File: src/rtl/gtlb_pkg.sv
package gtlb_pkg;

    typedef enum logic [1:0] {
        PRIV_U   = 2'd0,
        PRIV_S   = 2'd1,
        PRIV_RSV = 2'd2,
        PRIV_M   = 2'd3
    } priv_e;

    typedef enum logic [1:0] {
        OUT_DONE    = 2'd0,
        OUT_ILLEGAL = 2'd1,
        OUT_VIRTUAL = 2'd2,
        OUT_NONE    = 2'd3
    } outcome_e;

    typedef enum logic {
        ST_IDLE  = 1'b0,
        ST_CLEAR = 1'b1
    } state_e;

    // Legality verdict; missing extensions rank first.
    function automatic outcome_e judge(input logic h_en, input logic inval_en,
                                       input logic virt, input logic [1:0] priv);
        if (!(h_en && inval_en))
            return OUT_ILLEGAL;
        if (virt && (priv == PRIV_U || priv == PRIV_S))
            return OUT_VIRTUAL;
        if (!virt && priv == PRIV_U)
            return OUT_ILLEGAL;
        return OUT_DONE;
    endfunction

endpackage

File: src/rtl/gtlb_entry_match.sv
module gtlb_entry_match #(
    parameter int VPN_W  = 27,
    parameter int ASID_W = 16,
    parameter int VMID_W = 14
) (
    input  logic              e_valid,
    input  logic [VMID_W-1:0] e_vmid,
    input  logic [ASID_W-1:0] e_asid,
    input  logic [VPN_W-1:0]  e_vpn,
    input  logic              e_global,
    input  logic [VMID_W-1:0] c_vmid,
    input  logic [VPN_W-1:0]  c_vpn,
    input  logic [ASID_W-1:0] c_asid,
    input  logic              c_any_addr,
    input  logic              c_any_asid,
    input  logic [VMID_W-1:0] cur_vmid,
    input  logic [VPN_W-1:0]  lk_vpn,
    input  logic [ASID_W-1:0] lk_asid,
    output logic              inv_hit,
    output logic              lk_hit
);
    logic addr_sel, asid_sel;

    always_comb begin
        addr_sel = c_any_addr || (e_vpn == c_vpn);
        asid_sel = c_any_asid || (!e_global && (e_asid == c_asid));
        inv_hit  = e_valid && (e_vmid == c_vmid) && addr_sel && asid_sel;
        lk_hit   = e_valid && (e_vmid == cur_vmid) && (e_vpn == lk_vpn) &&
                   (e_global || (e_asid == lk_asid));
    end
endmodule

File: src/rtl/gtlb_victim.sv
module gtlb_victim #(
    parameter int N_ENTRIES = 8,
    parameter int IDX_W     = 3
) (
    input  logic                 clk,
    input  logic                 rst,
    input  logic [N_ENTRIES-1:0] valid,
    input  logic                 advance,
    output logic [IDX_W-1:0]     victim
);
    logic [IDX_W-1:0] rr_q, first_free;
    logic             any_free;

    always_comb begin
        any_free   = 1'b0;
        first_free = '0;
        for (int i = N_ENTRIES - 1; i >= 0; i--) begin
            if (!valid[i]) begin
                any_free   = 1'b1;
                first_free = IDX_W'(i);
            end
        end
        victim = any_free ? first_free : rr_q;
    end

    always_ff @(posedge clk) begin
        if (rst)
            rr_q <= '0;
        else if (advance && !any_free)
            rr_q <= (rr_q == IDX_W'(N_ENTRIES - 1)) ? '0 : rr_q + 1'b1;
    end
endmodule

File: src/rtl/gtlb_ctrl.sv
module gtlb_ctrl
    import gtlb_pkg::*;
#(
    parameter int VPN_W  = 27,
    parameter int ASID_W = 16,
    parameter int VMID_W = 14
) (
    input  logic              clk,
    input  logic              rst,
    input  logic              req_valid,
    input  logic [VPN_W-1:0]  req_vpn,
    input  logic [ASID_W-1:0] req_asid,
    input  logic              req_addr_x0,
    input  logic              req_asid_x0,
    input  logic [1:0]        cur_priv,
    input  logic              cur_virt,
    input  logic [VMID_W-1:0] cur_vmid,
    input  logic              ext_h_en,
    input  logic              ext_inval_en,
    output logic              req_ready,
    output logic              fill_ready,
    output logic              clear_en,
    output logic [VMID_W-1:0] c_vmid,
    output logic [VPN_W-1:0]  c_vpn,
    output logic [ASID_W-1:0] c_asid,
    output logic              c_any_addr,
    output logic              c_any_asid,
    output logic              done,
    output logic              exc_illegal,
    output logic              exc_virtual
);
    state_e   state_q;
    outcome_e verdict;

    always_comb begin
        verdict    = judge(ext_h_en, ext_inval_en, cur_virt, cur_priv);
        req_ready  = (state_q == ST_IDLE);
        fill_ready = (state_q == ST_IDLE) && !req_valid;
        clear_en   = (state_q == ST_CLEAR);
    end

    always_ff @(posedge clk) begin
        if (rst) begin
            state_q     <= ST_IDLE;
            done        <= 1'b0;
            exc_illegal <= 1'b0;
            exc_virtual <= 1'b0;
            c_vmid      <= '0;
            c_vpn       <= '0;
            c_asid      <= '0;
            c_any_addr  <= 1'b0;
            c_any_asid  <= 1'b0;
        end else begin
            done        <= 1'b0;
            exc_illegal <= 1'b0;
            exc_virtual <= 1'b0;
            case (state_q)
                ST_IDLE: begin
                    if (req_valid) begin
                        case (verdict)
                            OUT_DONE: begin
                                state_q    <= ST_CLEAR;
                                c_vmid     <= cur_vmid;
                                c_vpn      <= req_vpn;
                                c_asid     <= req_asid;
                                c_any_addr <= req_addr_x0;
                                c_any_asid <= req_asid_x0;
                            end
                            OUT_VIRTUAL: exc_virtual <= 1'b1;
                            default:     exc_illegal <= 1'b1;
                        endcase
                    end
                end
                default: begin
                    state_q <= ST_IDLE;
                    done    <= 1'b1;
                end
            endcase
        end
    end
endmodule

File: src/rtl/gvs_tlb_inval.sv
module gvs_tlb_inval #(
    parameter int N_ENTRIES = 8,
    parameter int XLEN      = 64,
    parameter int PG_SHIFT  = 12,
    parameter int VPN_W     = 27,
    parameter int ASID_W    = 16,
    parameter int VMID_W    = 14,
    parameter int PPN_W     = 44,
    localparam int ADDR_W   = VPN_W + PG_SHIFT
) (
    input  logic              clk,
    input  logic              rst,
    input  logic              req_valid,
    output logic              req_ready,
    input  logic [ADDR_W-1:0] req_addr,
    input  logic [XLEN-1:0]   req_asid_op,
    input  logic              req_addr_x0,
    input  logic              req_asid_x0,
    input  logic [1:0]        cur_priv,
    input  logic              cur_virt,
    input  logic [VMID_W-1:0] cur_vmid,
    input  logic              ext_h_en,
    input  logic              ext_inval_en,
    input  logic              fill_valid,
    output logic              fill_ready,
    input  logic [VPN_W-1:0]  fill_vpn,
    input  logic [ASID_W-1:0] fill_asid,
    input  logic              fill_global,
    input  logic [PPN_W-1:0]  fill_ppn,
    input  logic [VPN_W-1:0]  lk_vpn,
    input  logic [ASID_W-1:0] lk_asid,
    output logic              lk_hit,
    output logic [PPN_W-1:0]  lk_ppn,
    output logic              done,
    output logic              exc_illegal,
    output logic              exc_virtual
);
    localparam int IDX_W = (N_ENTRIES > 1) ? $clog2(N_ENTRIES) : 1;

    logic [N_ENTRIES-1:0] e_valid, inv_hit, lk_match;
    logic [VMID_W-1:0]    e_vmid  [N_ENTRIES];
    logic [ASID_W-1:0]    e_asid  [N_ENTRIES];
    logic [VPN_W-1:0]     e_vpn   [N_ENTRIES];
    logic                 e_global[N_ENTRIES];
    logic [PPN_W-1:0]     e_ppn   [N_ENTRIES];

    logic              clear_en, c_any_addr, c_any_asid, fill_fire;
    logic [VMID_W-1:0] c_vmid;
    logic [VPN_W-1:0]  c_vpn;
    logic [ASID_W-1:0] c_asid;
    logic [IDX_W-1:0]  victim;
    logic              unused_op_bits;

    assign unused_op_bits = ^{req_addr[PG_SHIFT-1:0], req_asid_op[XLEN-1:ASID_W]};
    assign fill_fire      = fill_valid && fill_ready;

    gtlb_ctrl #(.VPN_W(VPN_W), .ASID_W(ASID_W), .VMID_W(VMID_W)) u_ctrl (
        .clk(clk), .rst(rst), .req_valid(req_valid),
        .req_vpn(req_addr[ADDR_W-1:PG_SHIFT]), .req_asid(req_asid_op[ASID_W-1:0]),
        .req_addr_x0(req_addr_x0), .req_asid_x0(req_asid_x0),
        .cur_priv(cur_priv), .cur_virt(cur_virt), .cur_vmid(cur_vmid),
        .ext_h_en(ext_h_en), .ext_inval_en(ext_inval_en),
        .req_ready(req_ready), .fill_ready(fill_ready), .clear_en(clear_en),
        .c_vmid(c_vmid), .c_vpn(c_vpn), .c_asid(c_asid),
        .c_any_addr(c_any_addr), .c_any_asid(c_any_asid),
        .done(done), .exc_illegal(exc_illegal), .exc_virtual(exc_virtual)
    );

    gtlb_victim #(.N_ENTRIES(N_ENTRIES), .IDX_W(IDX_W)) u_victim (
        .clk(clk), .rst(rst), .valid(e_valid), .advance(fill_fire), .victim(victim)
    );

    for (genvar g = 0; g < N_ENTRIES; g++) begin : g_entry
        gtlb_entry_match #(.VPN_W(VPN_W), .ASID_W(ASID_W), .VMID_W(VMID_W)) u_match (
            .e_valid(e_valid[g]), .e_vmid(e_vmid[g]), .e_asid(e_asid[g]),
            .e_vpn(e_vpn[g]), .e_global(e_global[g]),
            .c_vmid(c_vmid), .c_vpn(c_vpn), .c_asid(c_asid),
            .c_any_addr(c_any_addr), .c_any_asid(c_any_asid),
            .cur_vmid(cur_vmid), .lk_vpn(lk_vpn), .lk_asid(lk_asid),
            .inv_hit(inv_hit[g]), .lk_hit(lk_match[g])
        );
    end

    always_ff @(posedge clk) begin
        if (rst) begin
            e_valid <= '0;
        end else if (clear_en) begin
            e_valid <= e_valid & ~inv_hit;
        end else if (fill_fire) begin
            e_valid[victim] <= 1'b1;
        end
    end

    always_ff @(posedge clk) begin
        if (fill_fire) begin
            e_vmid[victim]   <= cur_vmid;
            e_asid[victim]   <= fill_asid;
            e_vpn[victim]    <= fill_vpn;
            e_global[victim] <= fill_global;
            e_ppn[victim]    <= fill_ppn;
        end
    end

    always_comb begin
        lk_hit = |lk_match;
        lk_ppn = '0;
        for (int i = N_ENTRIES - 1; i >= 0; i--)
            if (lk_match[i]) lk_ppn = e_ppn[i];
    end
endmodule

File: config.mk
export PLATFORM = sky130hd
export DESIGN_NAME = gvs_tlb_inval
export DESIGN_NICKNAME = d
export VERILOG_FILES = /design/src/rtl/gtlb_pkg.sv /design/src/rtl/gtlb_entry_match.sv /design/src/rtl/gtlb_victim.sv /design/src/rtl/gtlb_ctrl.sv /design/src/rtl/gvs_tlb_inval.sv
export SDC_FILE = /design/constraint.sdc
export NUM_CORES = 2
export LEC_CHECK = 0
export ABC_CLOCK_PERIOD_IN_PS = 7300
export CAP_MARGIN = 20
export CORE_MARGIN = 2
export CORE_UTILIZATION = 36
export CTS_CLUSTER_DIAMETER = 100
export DETAILED_ROUTE_END_ITERATION = 10
export DONT_BUFFER_PORTS = 1
export MAX_ROUTING_LAYER = met4
export PLACE_DENSITY = 0.6
export SLEW_MARGIN = 15
export SYNTH_ARGS = -nofsm -noshare
export SYNTH_HDL_FRONTEND = slang
export SYNTH_HIERARCHICAL = 1
export SYNTH_SLANG_ARGS = --single-unit
export TNS_END_PERCENT = 5
File: constraint.sdc
create_clock -name clk -period 7.3 [get_ports clk]
set_input_delay 1.46 -clock clk [delete_from_list [all_inputs] [get_ports clk]]
set_output_delay 1.46 -clock clk [all_outputs]
set_load 0.1 [all_outputs]
-- After elaboration in Yosys (flattened, before gate mapping)
Memories as Yosys holds them, arrays and structs flattened.
Cells that the tools add are included.
- add/subtract/negate cells: 1
- order comparisons: 2
- reduce and logical (&&, ||, !) cells: 106
- bitwise logic cells: 5
- muxes and demuxes: 47
- equality and inequality tests: 51
- operators by type and width (operator ; count):
    == test 27 bit ; 16
    two-way mux 44 bit ; 8
    == test 16 bit ; 16
    == test 14 bit ; 16
    logical AND 1 bit ; 63
    two-way mux 3 bit ; 10
    logical OR 1 bit ; 25
    two-way mux 1 bit ; 20
    two-way mux 8 bit ; 2
    two-way mux 2 bit ; 6
    logical NOT 1 bit ; 11
    AND 8 bit ; 1
    NOT 8 bit ; 1
    OR 8 bit ; 1
    OR reduction 8 bit ; 1
    logical NOT 2 bit ; 2
    < comparator 3 x 4 -> 1 bit (second input constant) ; 1
    adder 3 x 1 -> 3 bit (second input constant) ; 1
    demux 1 bit (select 3 bit) ; 1
    == test 3 bit (second input constant) ; 1
    greater-or-equal comparator 3 x 1 -> 1 bit (second input constant) ; 1
    AND reduction 3 bit ; 1
    OR reduction 3 bit ; 1
    == test 2 x 1 -> 1 bit (second input constant) ; 1
    4 further kinds ; 5
- memories kept: 5
- logic and storage cells: 228
- memory bits (writable): 816
- register bits: 74
- input port bits: 259
- output and inout port bits: 50
- memories (name ; words ; width ; rd ports ; clocked after memory_dff ; write ports ; RTL line ; text):
    e_ppn ; 8 ; 44 ; 8 ; 0 ; 1 ; gvs_tlb_inval.sv:45 ; logic [PPN_W-1:0] e_ppn [N_ENTRIES];
    e_vpn ; 8 ; 27 ; 8 ; 0 ; 1 ; gvs_tlb_inval.sv:43 ; logic [VPN_W-1:0] e_vpn [N_ENTRIES];
    e_asid ; 8 ; 16 ; 8 ; 0 ; 1 ; gvs_tlb_inval.sv:42 ; logic [ASID_W-1:0] e_asid [N_ENTRIES];
    e_vmid ; 8 ; 14 ; 8 ; 0 ; 1 ; gvs_tlb_inval.sv:41 ; logic [VMID_W-1:0] e_vmid [N_ENTRIES];
    e_global ; 8 ; 1 ; 8 ; 0 ; 1 ; gvs_tlb_inval.sv:44 ; logic e_global[N_ENTRIES];

-- Logic depth before layout (Yosys ltp)
- depth in word-level cells: 16
- depth in mapped cells: 11

-- Hierarchy
Netlist, hierarchy kept.
- by module, submodules not included (module ; area an instance (µm²) ; sequential area each (µm²) ; cells each ; instances):
    gvs_tlb_inval ; 28702.5 ; 24663.7 ; 1342 ; 1
    gtlb_entry_match ; 1257.5 ; 0.0 ; 159 ; 8
    gtlb_ctrl ; 2770.2 ; 1261.2 ; 272 ; 1
    gtlb_victim ; 235.2 ; 60.1 ; 31 ; 1

-- Worst setup path before layout
Ideal clock, no wire load.
- path kind: input to register
- from: input req_valid
- to: memory e_asid[0][0] (enable)
- required time: 6.725 ns
- arrival time: 7.945 ns
- buffers on the path: 0
- setup time: 0.575 ns
- slack: -1.220 ns
- stages: 3
- cells stage by stage: nor2_1 -> nor4bb_1 -> nor2b_1
- longest elaborated chain between the ends: 5
- RTL lines (what ; RTL line ; text):
    start, declared ; gvs_tlb_inval.sv:13 ; input logic req_valid,
    logical NOT 1 bit ; gtlb_ctrl.sv:38 ; fill_ready = (state_q == ST_IDLE) && !req_valid;
    logical AND 1 bit ; gtlb_ctrl.sv:38 ;
    logical AND 1 bit ; gvs_tlb_inval.sv:55 ; assign fill_fire = fill_valid && fill_ready;
    two-way mux 1 bit ; gvs_tlb_inval.sv:95 ; if (fill_fire) begin
    two-way mux 1 bit (implied by the code) ; gvs_tlb_inval.sv:97 ; e_asid[victim] <= fill_asid;
    end, declared ; gvs_tlb_inval.sv:42 ;
No other way between the ends.

-- Final worst setup path
- from: input cur_vmid[7]
- to: output lk_ppn[13]
- elaborated cells on any way between the ends: 40
- classes of those cells: eq/ne: 8; mux: 8; reduce/logical: 24
- RTL lines (what ; RTL line ; text):
    start, declared ; gvs_tlb_inval.sv:21 ; input logic [VMID_W-1:0] cur_vmid,
    == test 14 bit ; gtlb_entry_match.sv:28 ; lk_hit = e_valid && (e_vmid == cur_vmid) && (e_vpn == lk_vpn) &&
    logical AND 1 bit (3 in a row) ; gtlb_entry_match.sv:28 ;
    via lk_match[0] ; gvs_tlb_inval.sv:40 ; logic [N_ENTRIES-1:0] e_valid, inv_hit, lk_match;
    two-way mux 44 bit ; gvs_tlb_inval.sv:108 ; if (lk_match[i]) lk_ppn = e_ppn[i];
    end, declared ; gvs_tlb_inval.sv:33 ; output logic [PPN_W-1:0] lk_ppn,
The timed path passes the listed nets, and every way through them passes these cells.

==> parameters.txt <==
Parameter                              Value

Clock tree
  Clock sink count    890
  Clk slew on worst S/H paths    60 ps
  Count of hold buffers inserted by post-cts repair    0
  Count of H-tree levels built during CTS    3
  Clk_lat worst skew    690 ps
  Buffers inserted during post-CTS setup optimization    0
  Post_cts resized    0
  CTS tree    built
  Maximum clock insertion buffer count    3
  Number of buffers created by CTS    100
  Clock root buffer    sky130_fd_sc_hd__clkbuf_16

GRT
  Vias in the first global route    24800
  Remaining Overflow, GRT    0
  Overall global routing resource usage    21.6%
  Number of antenna violations at the first check in global routing    2
  Global-route wire length before repair    179000 um
  Maximum number of pins on one net before global-route repair    132

Synth
  Cells after synthesis    2917
  Post-Synthesis Cell Area    41800 um2
  Library cell occupying the most area in the post-synthesis netlist    sky130_fd_sc_hd__edfxtp_1
  Area share of the largest cell type after synthesis    58.7%
  Number of enable-type register cells in the synthesized netlist    816
  Portion of the post-synthesis area used by sequential elements    62.2%
  Synth area leaders    sky130_fd_sc_hd__edfxtp_1 59%, sky130_fd_sc_hd__xnor2_1 11%, sky130_fd_sc_hd__xor2_1 7.4%
  Flip-flop and latch count after synthesis    890
  Number of different library cells in the post-synthesis netlist    55
  Net count of the mapped netlist    3178
  Most used flip-flop cell after synthesis    sky130_fd_sc_hd__edfxtp_1
  Async set or reset register ratio after synthesis    0%
  Post-synthesis average cell area    14.3 um2
  Synth warnings    6

Placed design
  Place WS    868 ps
  DP Area    44100 um2
  Gpl congestion    0.917
  Detailed Place HPWL    86400 um
  Number of input and output port buffers inserted    0

Setup path
  Worst path arrival time    5170 ps
  Top Family by Delay on Critical Path    simple AND/OR/NAND/NOR gates
  Crit path cell chain    xnor2_1 > nand4_1 > nor4_1 > nand4_1 > nor3_2 > buf_12 > a211o_1 > a221o_1 > a2bb2oi_2 > buf_4
  Most prevalent standard cell on the critical path    sky130_fd_sc_hd__nand4_1
  Buffers plus inverters on the worst setup path    2
  Setup CP Type    input pin to output port
  Sort of element at the start of the critical path    input pin
  Critical-path cell with the highest stage delay    sky130_fd_sc_hd__nor4_1
  Worst R2R Setup Slack    3940 ps
  Critical path data required time    5840 ps
  Critical-path maximum fanout    88
  Slowest Stage Delay on Critical Path    730 ps
  Nature of the critical path endpoint    output port

Die
  Initial Util    36.4%
  Core Rows    124
  Die Footprint    119000 um2
  Count of pins on the block boundary    309
  Die extent in y    345 um
  Die span in x    345 um
  Area of the core region    115000 um2

Drt
  Post-route DRC violation count    0
  Vias after detailed routing    24826
  Wire per inst    27.5 um
  WL final    127000 um
  Post-route ant nets    0
  First-pass iteration count of the detailed router    6
  Via count normalized by instance count    5.39
  Number of design-rule violations left by the first detailed-router iteration    2279

Layout
  Final net count    3272
  Most frequent cells in the layout    816 x sky130_fd_sc_hd__edfxtp_1, 536 x sky130_fd_sc_hd__xnor2_1, 352 x sky130_fd_sc_hd__xor2_1, 152 x sky130_fd_sc_hd__nand4_1, 119 x sky130_fd_sc_hd__nand2b_1
  Fraction of final layout cells with drive strength greater than 1    11.2%
  Syn-to-layout area delta    13.5%
  Leading cell type in the layout, fill and taps excluded    sky130_fd_sc_hd__edfxtp_1
  Total non-filler cell area in the finished layout    47400 um2

Timing
  RSZ-0062 raised after global routing    false
  Tightest slew margin relative to the limit    30.6%
  Fin Hold WS    478 ps
  Post-layout worst setup margin    667 ps
  Final count of hold timing violations    0
  Slew at the pin closest to its max-slew limit    1040 ps
  Final worst path period need    6630 ps
  Worst clock skew    38.6 ps
  Highest clock frequency the design can meet    0.151 GHz
  Final critical-path share of the clock period    90.9%
  Total of endpoints with negative setup slack in the final report    0
  Final Max Tran Viols    0

Power and ir drop
  Maximum ir drop on the vdd rail    0.199 mV
  Power per unit of standard cell area    234 nW/um2
  Power after layout    11.1 mW
  Leakage power summed over all cells    15.2 nW

Outcome
  Status    finished clean

Min path
  Min-delay worst type    register to register

Flow run
  Total of max-cap violations    0
sequential cells by signal, summed over array words and instances, names as in the netlist:
name	cells
e_ppn	352
e_vpn	216
e_asid	128
e_vmid	112
u_ctrl/c_vpn	27
u_ctrl/c_asid	16
u_ctrl/c_vmid	14
e_global	8
e_valid	8
u_victim/rr_q	3
u_ctrl/c_any_addr	1
u_ctrl/c_any_asid	1
u_ctrl/clear_en	1
u_ctrl/done	1
u_ctrl/exc_illegal	1
u_ctrl/exc_virtual	1
area by class of cell:
type	instances	area (um2)
tap	1512	1890
inverter	75	282
sequential	890	26000
fill	10493	67300
timing repair buffer	86	821
multi-input combinational	1858	15100
clock inverter	54	544
clock buffer	134	2760
antenna	1	2.50
synth_stat cells (11+ instances only):
| library cell | n |
|---|---|
| sky130_fd_sc_hd__a211o_1 | 44 |
| sky130_fd_sc_hd__a21oi_1 | 56 |
| sky130_fd_sc_hd__a221o_1 | 44 |
| sky130_fd_sc_hd__a221oi_2 | 40 |
| sky130_fd_sc_hd__a2bb2oi_2 | 40 |
| sky130_fd_sc_hd__buf_2 | 21 |
| sky130_fd_sc_hd__clkbuf_1 | 53 |
| sky130_fd_sc_hd__dfxtp_1 | 74 |
| sky130_fd_sc_hd__edfxtp_1 | 816 |
| sky130_fd_sc_hd__inv_1 | 72 |
| sky130_fd_sc_hd__mux2i_1 | 59 |
| sky130_fd_sc_hd__nand2_1 | 57 |
| sky130_fd_sc_hd__nand2b_1 | 120 |
| sky130_fd_sc_hd__nand3_1 | 11 |
| sky130_fd_sc_hd__nand3b_1 | 44 |
| sky130_fd_sc_hd__nand4_1 | 152 |
| sky130_fd_sc_hd__nor2_1 | 30 |
| sky130_fd_sc_hd__nor3_1 | 32 |
| sky130_fd_sc_hd__nor4_1 | 112 |
| sky130_fd_sc_hd__o221ai_1 | 43 |
| sky130_fd_sc_hd__xnor2_1 | 536 |
| sky130_fd_sc_hd__xor2_1 | 352 |
metrics by stage:
stage	util [%]	cells	TNS (ps)
floorplan	-	2917	-316070
global placement	38.5	4421	0
detailed placement	38.5	4421	0
CTS	41.3	4609	0
global route	41.3	4610	0
finish	41.3	4610	0
worst paths after layout:
check	startpoint	to	cells past startpoint
worst max register to register	e_valid[0]$_SDFFE_PP0P_	e_ppn[5][29]$_DFFE_PP_	6
worst min-delay path	u_victim/rr_q[2]$_SDFFE_PP0P_	u_victim/rr_q[2]$_SDFFE_PP0P_	2
worst min register to register	u_victim/rr_q[2]$_SDFFE_PP0P_	u_victim/rr_q[2]$_SDFFE_PP0P_	2
worst max-delay path	cur_vmid[7]	lk_ppn[13]	10
cell families after synthesis:
logic type / Yosys count / synth area share (%)
compound gates: 324 / 7.48
xor+xnor: 888 / 18.6
fa+ha+maj: 2 / 0.0599
mux: 59 / 1.41
simple gates: 585 / 8.34
flops: 890 / 62.2
buf+inv: 169 / 1.87
routing by layer:
layer,vias up,wire length [um],global-route usage (%)
li1,11181,-,-
met1,12538,52400,27.6
met2,945,60400,34.6
met3,162,10500,4.99
met4,0,3310,5.95
met5,-,0,-
worst register-to-register path: stages, from the launching register on:
cell and delay [ps]:
sky130_fd_sc_hd__dfxtp_1 500, sky130_fd_sc_hd__nand4_2 170, sky130_fd_sc_hd__nor2_1 210, sky130_fd_sc_hd__a22o_1 220
sky130_fd_sc_hd__and4b_1 340, sky130_fd_sc_hd__and2_4 860, sky130_fd_sc_hd__buf_4 650
power breakdown:
part | internal (mW) | leakage, nW | switching, mW
registers | 5.62 | 7.97 | 0.0654
logic | 0.162 | 5.64 | 0.184
clock network | 2.92 | 1.61 | 2.14
total | 8.70 | 15.2 | 2.39
(Power assumes the default switching activity.)
